--- src/rtl/pt_walk_pkg.sv ---
package pt_walk_pkg;
   // Entry bit positions; these are decoded by software and by the walker.
   localparam int unsigned PTE_P   = 0;
   localparam int unsigned PTE_RW  = 1;
   localparam int unsigned PTE_US  = 2;
   localparam int unsigned PTE_WT  = 3;
   localparam int unsigned PTE_CD  = 4;
   localparam int unsigned PTE_ACC = 5;
   localparam int unsigned PTE_DRT = 6;
   localparam int unsigned PTE_PS  = 7;
   localparam int unsigned PTE_GLB = 8;

   typedef enum logic [2:0] {
      ST_IDLE   = 3'd0,
      ST_RD_DIR = 3'd1,
      ST_RD_TBL = 3'd2,
      ST_WR_DIR = 3'd3,
      ST_WR_TBL = 3'd4
   } walk_st_e;

   localparam logic [1:0] CAUSE_NONE   = 2'd0;
   localparam logic [1:0] CAUSE_ABSENT = 2'd1;
   localparam logic [1:0] CAUSE_PRIV   = 2'd2;
   localparam logic [1:0] CAUSE_RDONLY = 2'd3;
endpackage

--- src/rtl/pt_perm_check.sv ---
module pt_perm_check
   import pt_walk_pkg::*;
(
   input  logic       dir_rw,
   input  logic       dir_us,
   input  logic       leaf_rw,
   input  logic       leaf_us,
   input  logic       is_write,
   input  logic       is_user,
   output logic       grant,
   output logic [1:0] why
);
   logic eff_us, eff_rw;

   // Effective right is the stricter of both levels; user test precedes write test.
   always_comb begin
      eff_us = dir_us & leaf_us;
      eff_rw = dir_rw & leaf_rw;
      why    = CAUSE_NONE;
      if (is_user && !eff_us)
         why = CAUSE_PRIV;
      else if (is_write && !eff_rw)
         why = CAUSE_RDONLY;
      grant = (why == CAUSE_NONE);
   end
endmodule

--- src/rtl/pt_addr_gen.sv ---
module pt_addr_gen #(
   parameter int unsigned IDX_W = 10,
   parameter int unsigned OFF_W = 12,
   parameter int unsigned ENT_W = 32
) (
   input  logic [ENT_W-OFF_W-1:0]     root_frame,
   input  logic [2*IDX_W+OFF_W-1:0]   va,
   input  logic [ENT_W-OFF_W-1:0]     dir_frame,
   input  logic [ENT_W-OFF_W-1:0]     leaf_frame,
   output logic [ENT_W-1:0]           dir_addr,
   output logic [ENT_W-1:0]           tbl_addr,
   output logic [ENT_W-1:0]           pa_small,
   output logic [ENT_W-1:0]           pa_large
);
   localparam int unsigned VA_W = 2*IDX_W + OFF_W;
   localparam int unsigned SH   = $clog2(ENT_W/8);
   localparam int unsigned LOFF = IDX_W + OFF_W;
   localparam int unsigned FR_W = ENT_W - OFF_W;

   generate
      if (ENT_W % 8 != 0) begin : g_bad_bytes
         $error("entry width must be whole bytes");
      end
      if (IDX_W + SH != OFF_W) begin : g_bad_block
         $error("one table must fill exactly one page");
      end
      if (OFF_W < 9) begin : g_bad_flags
         $error("page offset too narrow for the flag bits");
      end
      if (FR_W <= IDX_W) begin : g_bad_large
         $error("entry too narrow for a large-page frame");
      end
   endgenerate

   assign dir_addr = {root_frame, va[VA_W-1:LOFF], {SH{1'b0}}};
   assign tbl_addr = {dir_frame, va[LOFF-1:OFF_W], {SH{1'b0}}};
   assign pa_small = {leaf_frame, va[OFF_W-1:0]};
   assign pa_large = {dir_frame[FR_W-1:IDX_W], va[LOFF-1:0]};
endmodule

--- src/rtl/pt_walker.sv ---
module pt_walker
   import pt_walk_pkg::*;
#(
   parameter int unsigned IDX_W    = 10,
   parameter int unsigned OFF_W    = 12,
   parameter int unsigned ENT_W    = 32,
   parameter bit          LARGE_EN = 1'b1
) (
   input  logic                     clk,
   input  logic                     rst_n,
   input  logic [ENT_W-1:0]         root_base,
   input  logic                     req_valid,
   output logic                     req_ready,
   input  logic [2*IDX_W+OFF_W-1:0] req_va,
   input  logic                     req_write,
   input  logic                     req_user,
   output logic                     mem_valid,
   output logic                     mem_we,
   output logic [ENT_W-1:0]         mem_addr,
   output logic [ENT_W-1:0]         mem_wdata,
   input  logic                     mem_ready,
   input  logic [ENT_W-1:0]         mem_rdata,
   output logic                     walk_done,
   output logic                     walk_fault,
   output logic [1:0]               fault_cause,
   output logic [ENT_W-1:0]         pa,
   output logic                     attr_wt,
   output logic                     attr_cd,
   output logic                     attr_global,
   output logic                     big_page
);
   localparam int unsigned VA_W = 2*IDX_W + OFF_W;
   localparam int unsigned FR_W = ENT_W - OFF_W;
   localparam logic [ENT_W-1:0] M_ACC = ENT_W'(1) << PTE_ACC;
   localparam logic [ENT_W-1:0] M_DRT = ENT_W'(1) << PTE_DRT;

   walk_st_e          st_q, st_d;
   logic [VA_W-1:0]   va_q;
   logic              wr_q, usr_q, big_q, big_d, tw_q, tw_d;
   logic [FR_W-1:0]   root_q;
   logic [ENT_W-1:0]  pde_q, pde_d, pte_q, pte_d;
   logic              done_q, fault_q, wt_q, cd_q, glb_q, bigo_q;
   logic [1:0]        cause_q, bad_why, why;
   logic [ENT_W-1:0]  pa_q;
   logic              hs, ps_hit, big_now, grant, end_ok, end_bad;
   logic [ENT_W-1:0]  dir_now, leaf_now, attr_ent, new_dir, new_leaf;
   logic [ENT_W-1:0]  dir_addr, tbl_addr, pa_small, pa_large;
   logic              root_unused;

   assign root_unused = ^root_base[OFF_W-1:0];

   // Variant: honour the large-page bit, or treat every directory entry as a pointer.
   generate
      if (LARGE_EN) begin : g_large
         assign ps_hit = mem_rdata[PTE_PS];
      end else begin : g_small_only
         assign ps_hit = 1'b0;
      end
   endgenerate

   assign hs       = mem_valid & mem_ready;
   assign dir_now  = (st_q == ST_RD_DIR) ? mem_rdata : pde_q;
   assign leaf_now = (st_q == ST_RD_TBL) ? mem_rdata : pte_q;
   assign big_now  = (st_q == ST_RD_DIR) ? ps_hit : big_q;
   assign attr_ent = big_now ? dir_now : leaf_now;
   assign new_dir  = dir_now  | M_ACC | ((big_now && wr_q) ? M_DRT : '0);
   assign new_leaf = leaf_now | M_ACC | (wr_q ? M_DRT : '0);

   pt_addr_gen #(.IDX_W(IDX_W), .OFF_W(OFF_W), .ENT_W(ENT_W)) addr_i (
      .root_frame (root_q),
      .va         (va_q),
      .dir_frame  (dir_now[ENT_W-1:OFF_W]),
      .leaf_frame (leaf_now[ENT_W-1:OFF_W]),
      .dir_addr   (dir_addr),
      .tbl_addr   (tbl_addr),
      .pa_small   (pa_small),
      .pa_large   (pa_large)
   );

   pt_perm_check perm_i (
      .dir_rw   (dir_now[PTE_RW]),
      .dir_us   (dir_now[PTE_US]),
      .leaf_rw  (big_now ? 1'b1 : leaf_now[PTE_RW]),
      .leaf_us  (big_now ? 1'b1 : leaf_now[PTE_US]),
      .is_write (wr_q),
      .is_user  (usr_q),
      .grant    (grant),
      .why      (why)
   );

   always_comb begin
      st_d    = st_q;
      pde_d   = pde_q;
      pte_d   = pte_q;
      big_d   = big_q;
      tw_d    = tw_q;
      end_ok  = 1'b0;
      end_bad = 1'b0;
      bad_why = CAUSE_NONE;
      case (st_q)
         ST_IDLE: if (req_valid) st_d = ST_RD_DIR;
         ST_RD_DIR: if (hs) begin
            if (!mem_rdata[PTE_P]) begin
               end_bad = 1'b1;
               bad_why = CAUSE_ABSENT;
            end else if (ps_hit) begin
               big_d = 1'b1;
               if (!grant) begin
                  end_bad = 1'b1;
                  bad_why = why;
               end else begin
                  pde_d = new_dir;
                  if (new_dir != mem_rdata) st_d = ST_WR_DIR;
                  else end_ok = 1'b1;
               end
            end else begin
               big_d = 1'b0;
               pde_d = mem_rdata;
               st_d  = ST_RD_TBL;
            end
         end
         ST_RD_TBL: if (hs) begin
            if (!mem_rdata[PTE_P]) begin
               end_bad = 1'b1;
               bad_why = CAUSE_ABSENT;
            end else if (!grant) begin
               end_bad = 1'b1;
               bad_why = why;
            end else begin
               pde_d = new_dir;
               pte_d = new_leaf;
               tw_d  = (new_leaf != mem_rdata);
               if (new_dir != pde_q)         st_d = ST_WR_DIR;
               else if (new_leaf != mem_rdata) st_d = ST_WR_TBL;
               else                            end_ok = 1'b1;
            end
         end
         ST_WR_DIR: if (hs) begin
            if (!big_q && tw_q) st_d = ST_WR_TBL;
            else                end_ok = 1'b1;
         end
         ST_WR_TBL: if (hs) end_ok = 1'b1;
         default: st_d = ST_IDLE;
      endcase
      if (end_ok || end_bad) st_d = ST_IDLE;
   end

   always_ff @(posedge clk) begin
      if (!rst_n) begin
         st_q    <= ST_IDLE;
         va_q    <= '0;
         wr_q    <= 1'b0;
         usr_q   <= 1'b0;
         root_q  <= '0;
         pde_q   <= '0;
         pte_q   <= '0;
         big_q   <= 1'b0;
         tw_q    <= 1'b0;
         done_q  <= 1'b0;
         fault_q <= 1'b0;
         cause_q <= CAUSE_NONE;
         pa_q    <= '0;
         wt_q    <= 1'b0;
         cd_q    <= 1'b0;
         glb_q   <= 1'b0;
         bigo_q  <= 1'b0;
      end else begin
         st_q    <= st_d;
         pde_q   <= pde_d;
         pte_q   <= pte_d;
         big_q   <= big_d;
         tw_q    <= tw_d;
         done_q  <= end_ok;
         fault_q <= end_bad;
         if (st_q == ST_IDLE && req_valid) begin
            va_q   <= req_va;
            wr_q   <= req_write;
            usr_q  <= req_user;
            root_q <= root_base[ENT_W-1:OFF_W];
         end
         if (end_ok || end_bad) cause_q <= bad_why;
         if (end_ok) begin
            pa_q   <= big_now ? pa_large : pa_small;
            wt_q   <= attr_ent[PTE_WT];
            cd_q   <= attr_ent[PTE_CD];
            glb_q  <= attr_ent[PTE_GLB];
            bigo_q <= big_now;
         end
      end
   end

   assign req_ready   = (st_q == ST_IDLE);
   assign mem_valid   = (st_q != ST_IDLE);
   assign mem_we      = (st_q == ST_WR_DIR) || (st_q == ST_WR_TBL);
   assign mem_addr    = (st_q == ST_RD_DIR || st_q == ST_WR_DIR) ? dir_addr : tbl_addr;
   assign mem_wdata   = (st_q == ST_WR_DIR) ? pde_q : pte_q;
   assign walk_done   = done_q;
   assign walk_fault  = fault_q;
   assign fault_cause = cause_q;
   assign pa          = pa_q;
   assign attr_wt     = wt_q;
   assign attr_cd     = cd_q;
   assign attr_global = glb_q;
   assign big_page    = bigo_q;

   // a stalled access keeps its address, direction and data.
   a_r11_hold_stalled: assert property (@(posedge clk) disable iff (!rst_n)
      mem_valid && !mem_ready |=> mem_valid && $stable(mem_addr) && $stable(mem_we) && $stable(mem_wdata));

   // every write-back carries the accessed flag.
   a_r7_wb_accessed: assert property (@(posedge clk) disable iff (!rst_n)
      mem_valid && mem_we |-> mem_wdata[PTE_ACC]);

   // a fault always follows a completed read, never a write-back.
   a_r9_fault_after_read: assert property (@(posedge clk) disable iff (!rst_n)
      walk_fault |-> $past(mem_valid && mem_ready && !mem_we));

   // success and fault are never reported together.
   a_r10_single_result: assert property (@(posedge clk) disable iff (!rst_n)
      !(walk_done && walk_fault));

   // a taken request makes the walker busy.
   a_r10_busy_after_take: assert property (@(posedge clk) disable iff (!rst_n)
      req_valid && req_ready |=> !req_ready);

   // a fault pulse always names a cause; a success pulse never does.
   a_r3_cause_matches: assert property (@(posedge clk) disable iff (!rst_n)
      (walk_fault |-> fault_cause != CAUSE_NONE) and (walk_done |-> fault_cause == CAUSE_NONE));
endmodule

--- config.mk ---
export PLATFORM = sky130hd
export DESIGN_NAME = pt_walker
export DESIGN_NICKNAME = d
export VERILOG_FILES = /design/src/rtl/pt_walk_pkg.sv /design/src/rtl/pt_perm_check.sv /design/src/rtl/pt_addr_gen.sv /design/src/rtl/pt_walker.sv
export SDC_FILE = /design/constraint.sdc
export NUM_CORES = 1
export LEC_CHECK = 0
export BUFFER_PORTS_ARGS = -buffer_cell sky130_fd_sc_hd__buf_2
export CORE_MARGIN = 2
export CORE_UTILIZATION = 40
export CTS_CLUSTER_DIAMETER = 120
export CTS_CLUSTER_SIZE = 8
export DETAILED_ROUTE_END_ITERATION = 12
export SLEW_MARGIN = 20
export SYNTH_ARGS = -nofsm -noshare
export SYNTH_HDL_FRONTEND = slang
export SYNTH_SLANG_ARGS = --single-unit
--- constraint.sdc ---
create_clock -name clk -period 2.5 [get_ports clk]
set_input_delay 0.125 -clock clk [delete_from_list [all_inputs] [get_ports clk]]
set_output_delay 0.125 -clock clk [all_outputs]
set_load 0.01 [all_outputs]
=== After elaboration in Yosys (flattened, before gate mapping) ===
Index checks and enable logic that the tools add are counted.

* Register bits: 163
* Latch bits: 0
* Bits in writable memories: 0
* Bits in read-only memories: 0
* Output and inout port bits: 107
* Logic and storage cells: 125
* Memories: 0

* Add/subtract/negate cells: 0
* $mul: 0
* Divide/modulo/power cells: 0
* Magnitude comparators: 0
* Equal/unequal tests: 18
* Shift-type cells: 0
* Mux-type cells: 63
* Bitwise operators: 7
* Reduce and logical (&&, ||, !) cells: 20

{| class="wikitable"
|+ Operators by type and width
! cell !! number
|-
| $mux W32 || 11
|-
| $ne A32 B32 Y1 || 3
|-
| $or A32 B7 Y32 || 2
|-
| $pmux W32 S2 || 1
|-
| $mux W3 || 13
|-
| $mux W1 || 23
|-
| $mux W2 || 8
|-
| $ne A2 B2 Y1 const B || 8
|-
| $pmux W3 S5 || 1
|-
| $mux W7 || 2
|-
| $reduce_and A12 Y1 || 1
|-
| $mux W9 || 1
|-
| $eq A3 B2 Y1 const B || 2
|-
| $ne A3 B3 Y1 const B || 2
|-
| $logic_and A1 B1 Y1 || 5
|-
| $reduce_and A5 Y1 || 1
|-
| $pmux W1 S4 || 1
|-
| $pmux W2 S2 || 1
|-
| $reduce_and A4 Y1 || 1
|-
| $and A1 B1 Y1 || 3
|-
| $eq A3 B1 Y1 const B || 1
|-
| $eq A3 B3 Y1 const B || 1
|-
| $logic_not A1 Y1 || 3
|-
| $logic_not A3 Y1 || 1
|-
| other kinds (9) || 12
|}

=== Depth between registers and ports, before layout ===
* Depth after elaboration: 16
* Mapped depth: 11
* Mapped depth without buffers: 8

=== Cells and area by module ===
A second synthesis with hierarchy kept.

* Cell total of the unflattened synthesis: 1266
* Area total of the unflattened synthesis: 9731.8 um2

{| class="wikitable"
|+ By module, submodules not included
! module !! times used !! cells an instance !! area each (um2) !! seq. area each (um2)
|-
| pt_walker || 1 || 1132 || 8729.6 || 3263.1
|-
| pt_addr_gen || 1 || 129 || 964.7 || 0.0
|-
| pt_perm_check || 1 || 5 || 37.5 || 0.0
|}

=== Worst setup path before layout ===
Ideal clock, no wire load.

* Kind: reg2reg
* Start: reg st_q[1]
* End: reg st_q[1]
* Setup time: 0.117 ns
* Data arrival time: 2.147 ns
* Data required time: 2.383 ns
* Setup slack: 0.236 ns
* Cell stages (with the launch flop): 9
* Path buffers: 3
* Cells stage by stage: dfxtp_1 buf_4 or3b_1 buf_2 or4_4 a211oi_2 a21oi_4 buf_6 and4bb_1

* Cells in the longest elaborated chain, start to end: 16

{| class="wikitable"
|+ Ends and longest elaborated chain
! element !! RTL line !! source
|-
| start, declared || pt_walker.sv:37 || <nowiki>walk_st_e st_q, st_d;</nowiki>
|-
| start signal, assigned || pt_walker.sv:168 || <nowiki>st_q <= st_d;</nowiki>
|-
| parallel branches: the longest is 16 deep, another holds $or A32 B7 Y32 || n/a ||
|}

Parallel ways; which one is timed is not known. The select of a mux whose other input is x is not followed.
A chain may end at the register's enable or synchronous reset.

=== Worst setup path after layout ===
* Start: reg st_q[0]
* End: reg cause_q[1] (netlist: fault_cause[1])

* Cells in the longest elaborated chain, start to end: 15

{| class="wikitable"
|+ Ends and longest elaborated chain
! element !! RTL line !! source
|-
| parallel branches: the longest is 15 deep, another holds $or A32 B7 Y32 || n/a ||
|-
| end signal, assigned || pt_walker.sv:181 || <nowiki>if (end_ok || end_bad) cause_q <= bad_why;</nowiki>
|-
| end, declared || pt_walker.sv:43 || <nowiki>logic [1:0] cause_q, bad_why, why;</nowiki>
|}

Parallel ways; which one is timed is not known.

==> flow_summary.yaml <==
status:
  status: "complete, no violations"
sta:
  clock.fmax_mhz: 417
  relSlewSlack_pct: 59.6
  period_minus_slack_ns: 2.40
  clock_skew_ns: 0.0109
  finalCritPeriodShare_pct: 96.0
  fin_tns_setup_ns: 0
  tightest_slew_ns: 0.606
  final-setup-viol-count: 0
  finalWorstSetupSlack_ns: 0.100
  hold_viol_final: 0
  hold_ws_ns: 0.00446
  drv_slew: 0
place:
  dpl-instance-area_sq_mm: 0.00930
  dp_hpwl_um: 17500
  dp_cells: 1419
  dp_slack_ns: 0.00750
  port_buffers: 194
  place_congestion: 0.856
worst_setup_path:
  cp-start-kind: "flop"
  crit_path_cell_trace: "buf_6 > nor4b_4 > o22ai_1 > or4_4 > a211oi_4 > a21oi_4 > buf_12 > a41o_1"
  crit_family: "simple AND/OR/NAND/NOR gates"
  crit_type: "flop to flop"
  slowest_stage: "or4_4"
  endpoint_kind: "flop"
  crit_required_ns: 2.83
  cp_num_buf_inv: 2
  crit_fanout: 7
  cp_data_arrival_time_ns: 2.73
  max_stage_delay_ns: 0.59
clock_network:
  cts_buffers: 17
  clk_latency_ns: 0.43
  cts_sinks: 163
  clk_path_buf_depth: 2
  cts_tree: "done"
  clkSlewWorstSetupHoldPaths_ns: 0.07
  cts_root_buf: "clkbuf_16"
  htreeDepth: 4
die:
  fp-row-count: 51
  die_w_um: 145
  initial_core_util_pct: 40.7
  fp.dieArea_sq_mm: 0.0209
  die_h_um: 145
  io_pins: 209
  fp.coreArea_sq_mm: 0.0195
power:
  power_switching_share_pct: 34.9
  power_frac_comb_pct: 35.0
  switching_power_mw: 3.12
  irDropWorstVdd_mv: 0.499
  p_leak_nw: 4.81
  p_per_area_mw_per_mm2: 821
  power.internal_mw: 5.82
  p_clk_share_pct: 30.9
  total_power_mw: 8.95
  pwr-share-seq_pct: 34.1
logic_synthesis:
  yosysWarnings: 0
  postSynthRegisterBits: 163
  synth_ff_type: "dfxtp_1"
  synth_edf_count: 0
  synth_cell_types: 64
  synth_top_area_share_pct: 41.2
  async_flop_share_pct: 0
  seq_area_frac_synth_pct: 41.2
  syn_inst: 998
  synth.cell_area_sq_mm: 0.00791
  ys_top_cells_by_area: "dfxtp_1, nand2_1, mux2_2, a21oi_1, mux2i_1"
  synth_largest_area_cell: "dfxtp_1"
  syn_area_per_cell_sq_um: 7.93
finish:
  final_cell_mix: "nand2_1, buf_2, dfxtp_1"
  layout_commonest_cell: "nand2_1"
  diodes: 0
  final_cells: 1538
  area_growth_pct: 37.7
  drive_above_1_share_pct: 28.0
  fin_area_sq_mm: 0.0109
  fin_util_pct: 56.0
  nets: 1362
hold_path:
  hold_class: "input pin to flop"
route:
  drcViolationCount: 0
  routedWlPerCell_um: 16.7
  drtIter0Drc: 501
  antenna_left: 0
  drt_pass1_iterations: 5
  vias: 7933
  avgViaCountPerCell: 5.16
  wl_um: 25700
grt:
  grt_max_degree: 123
  globalRouteOverflowTotal: 0
  antenna_found_initial: 0
  grt_first_pass_wirelength_um: 39400
  grt_pass1_vias: 7507
  grt_usage_pct: 24.2
job:
  drv_cap: 0
==> layout make-up <==
class                      instances  area [sq um]
clock buffer                      20           467
clock inverter                    12           153
fill                            1864          8570
inverter                          24          91.3
multi-input combinational        734          4340
sequential                       163          3270
tap                              265           332
timing repair buffer             320          2250
==> sequential cells by signal (all words and copies together), names as in the netlist, 2 cells and up <==
name,flops
pde_q,32
va_q,32
fault_cause,2
root_q,20
st_q,3
pte_q,32
pa,32
==> timing repair <==
| item | in CTS | in global routing |
|---|---|---|
| cloned | 0 | 0 |
| hold buffers | 81 | 0 |
| hold endpoints to repair | 101 | 0 |
| setup buffers | 1 | 5 |
| pin swaps | 1 | 6 |
| endpoints found under the setup margin | 8 | 62 |
| gates resized for setup | 1 | 21 |
==> path summary, 6_finish.rpt <==
| check | end | startpoint | slack [ns] | cells after the start |
|---|---|---|---|---|
| setup / recovery | fault_cause[1]$_SDFFE_PN0P_ | st_q[0]$_SDFFE_PP0P_ | 0.10 | 8 |
| hold / removal | pte_q[15]$_SDFFE_PN0P_ | mem_rdata[15] | 0.004 | 3 |
| setup reg to reg | fault_cause[1]$_SDFFE_PN0P_ | st_q[0]$_SDFFE_PP0P_ | 0.10 | 8 |
| hold reg to reg | root_q[13]$_SDFFE_PN0P_ | root_q[13]$_SDFFE_PN0P_ | 0.45 | 2 |
==> layer usage <==
| metal | share of wire (%) | routed length [um] | GRT usage, % | up-vias |
|---|---|---|---|---|
| met2 | 48 | 12400 | 39.9 | 200 |
| met3 | 4.4 | 1140 | 4.83 | 24 |
| met4 | 1.2 | 301 | 6.18 | 0 |
| met5 | 0 | 0 | 0 | - |
| met1 | 46 | 11900 | 32.3 | 3764 |
| li1 | - | - | - | 3945 |
==> logic make-up (layout without fill, tap and decap cells) <==
| logic type | after synthesis | after routing | share of synthesized area, % |
|---|---|---|---|
| AND/OR/NAND/NOR | 405 | 405 | 21.9 |
| buffers and inverters | 102 | 376 | 5.57 |
| XOR/XNOR | 15 | 15 | 1.66 |
| flip-flops | 163 | 163 | 41.2 |
| multiplexers | 84 | 84 | 11.3 |
| AO/OA/AOI/OAI | 228 | 228 | 18.2 |
| other | 1 | 2 | 0.0474 |
==> worst reg2reg max path: cells and delay by family, from the launching register on <==
family,cells,cell delay (ns)
buffers and inverters,2,0.30
AO/OA/AOI/OAI,4,0.78
AND/OR/NAND/NOR,2,0.85
flip-flops,1,0.37
==> power by group through the flow <==
stage               Combinational (mW)  Clock [mW]  Sequential, mW
global placement                  2.86           0            3.08
global route                      3.44        2.90            3.08
CTS                               3.00        2.81            3.03
floorplan                         1.86           0            3.03
detailed placement                2.87           0            3.09
finish                            3.13        2.77            3.05
==> cells in the mapped netlist (all sizes together), types with 5 or more instances <==
master,n
nand2,297
dfxtp,163
a21oi,96
o21ai,65
clkbuf,55
mux2,45
mux2i,39
nand3,33
nor2,26
inv,24
buf,23
o221a,14
a311o,9
nand2b,9
o22ai,8
xnor2,8
xor2,7
a211oi,5
nor2b,5
nor3,5
Note: power is estimated with default switching activity, not from simulation.
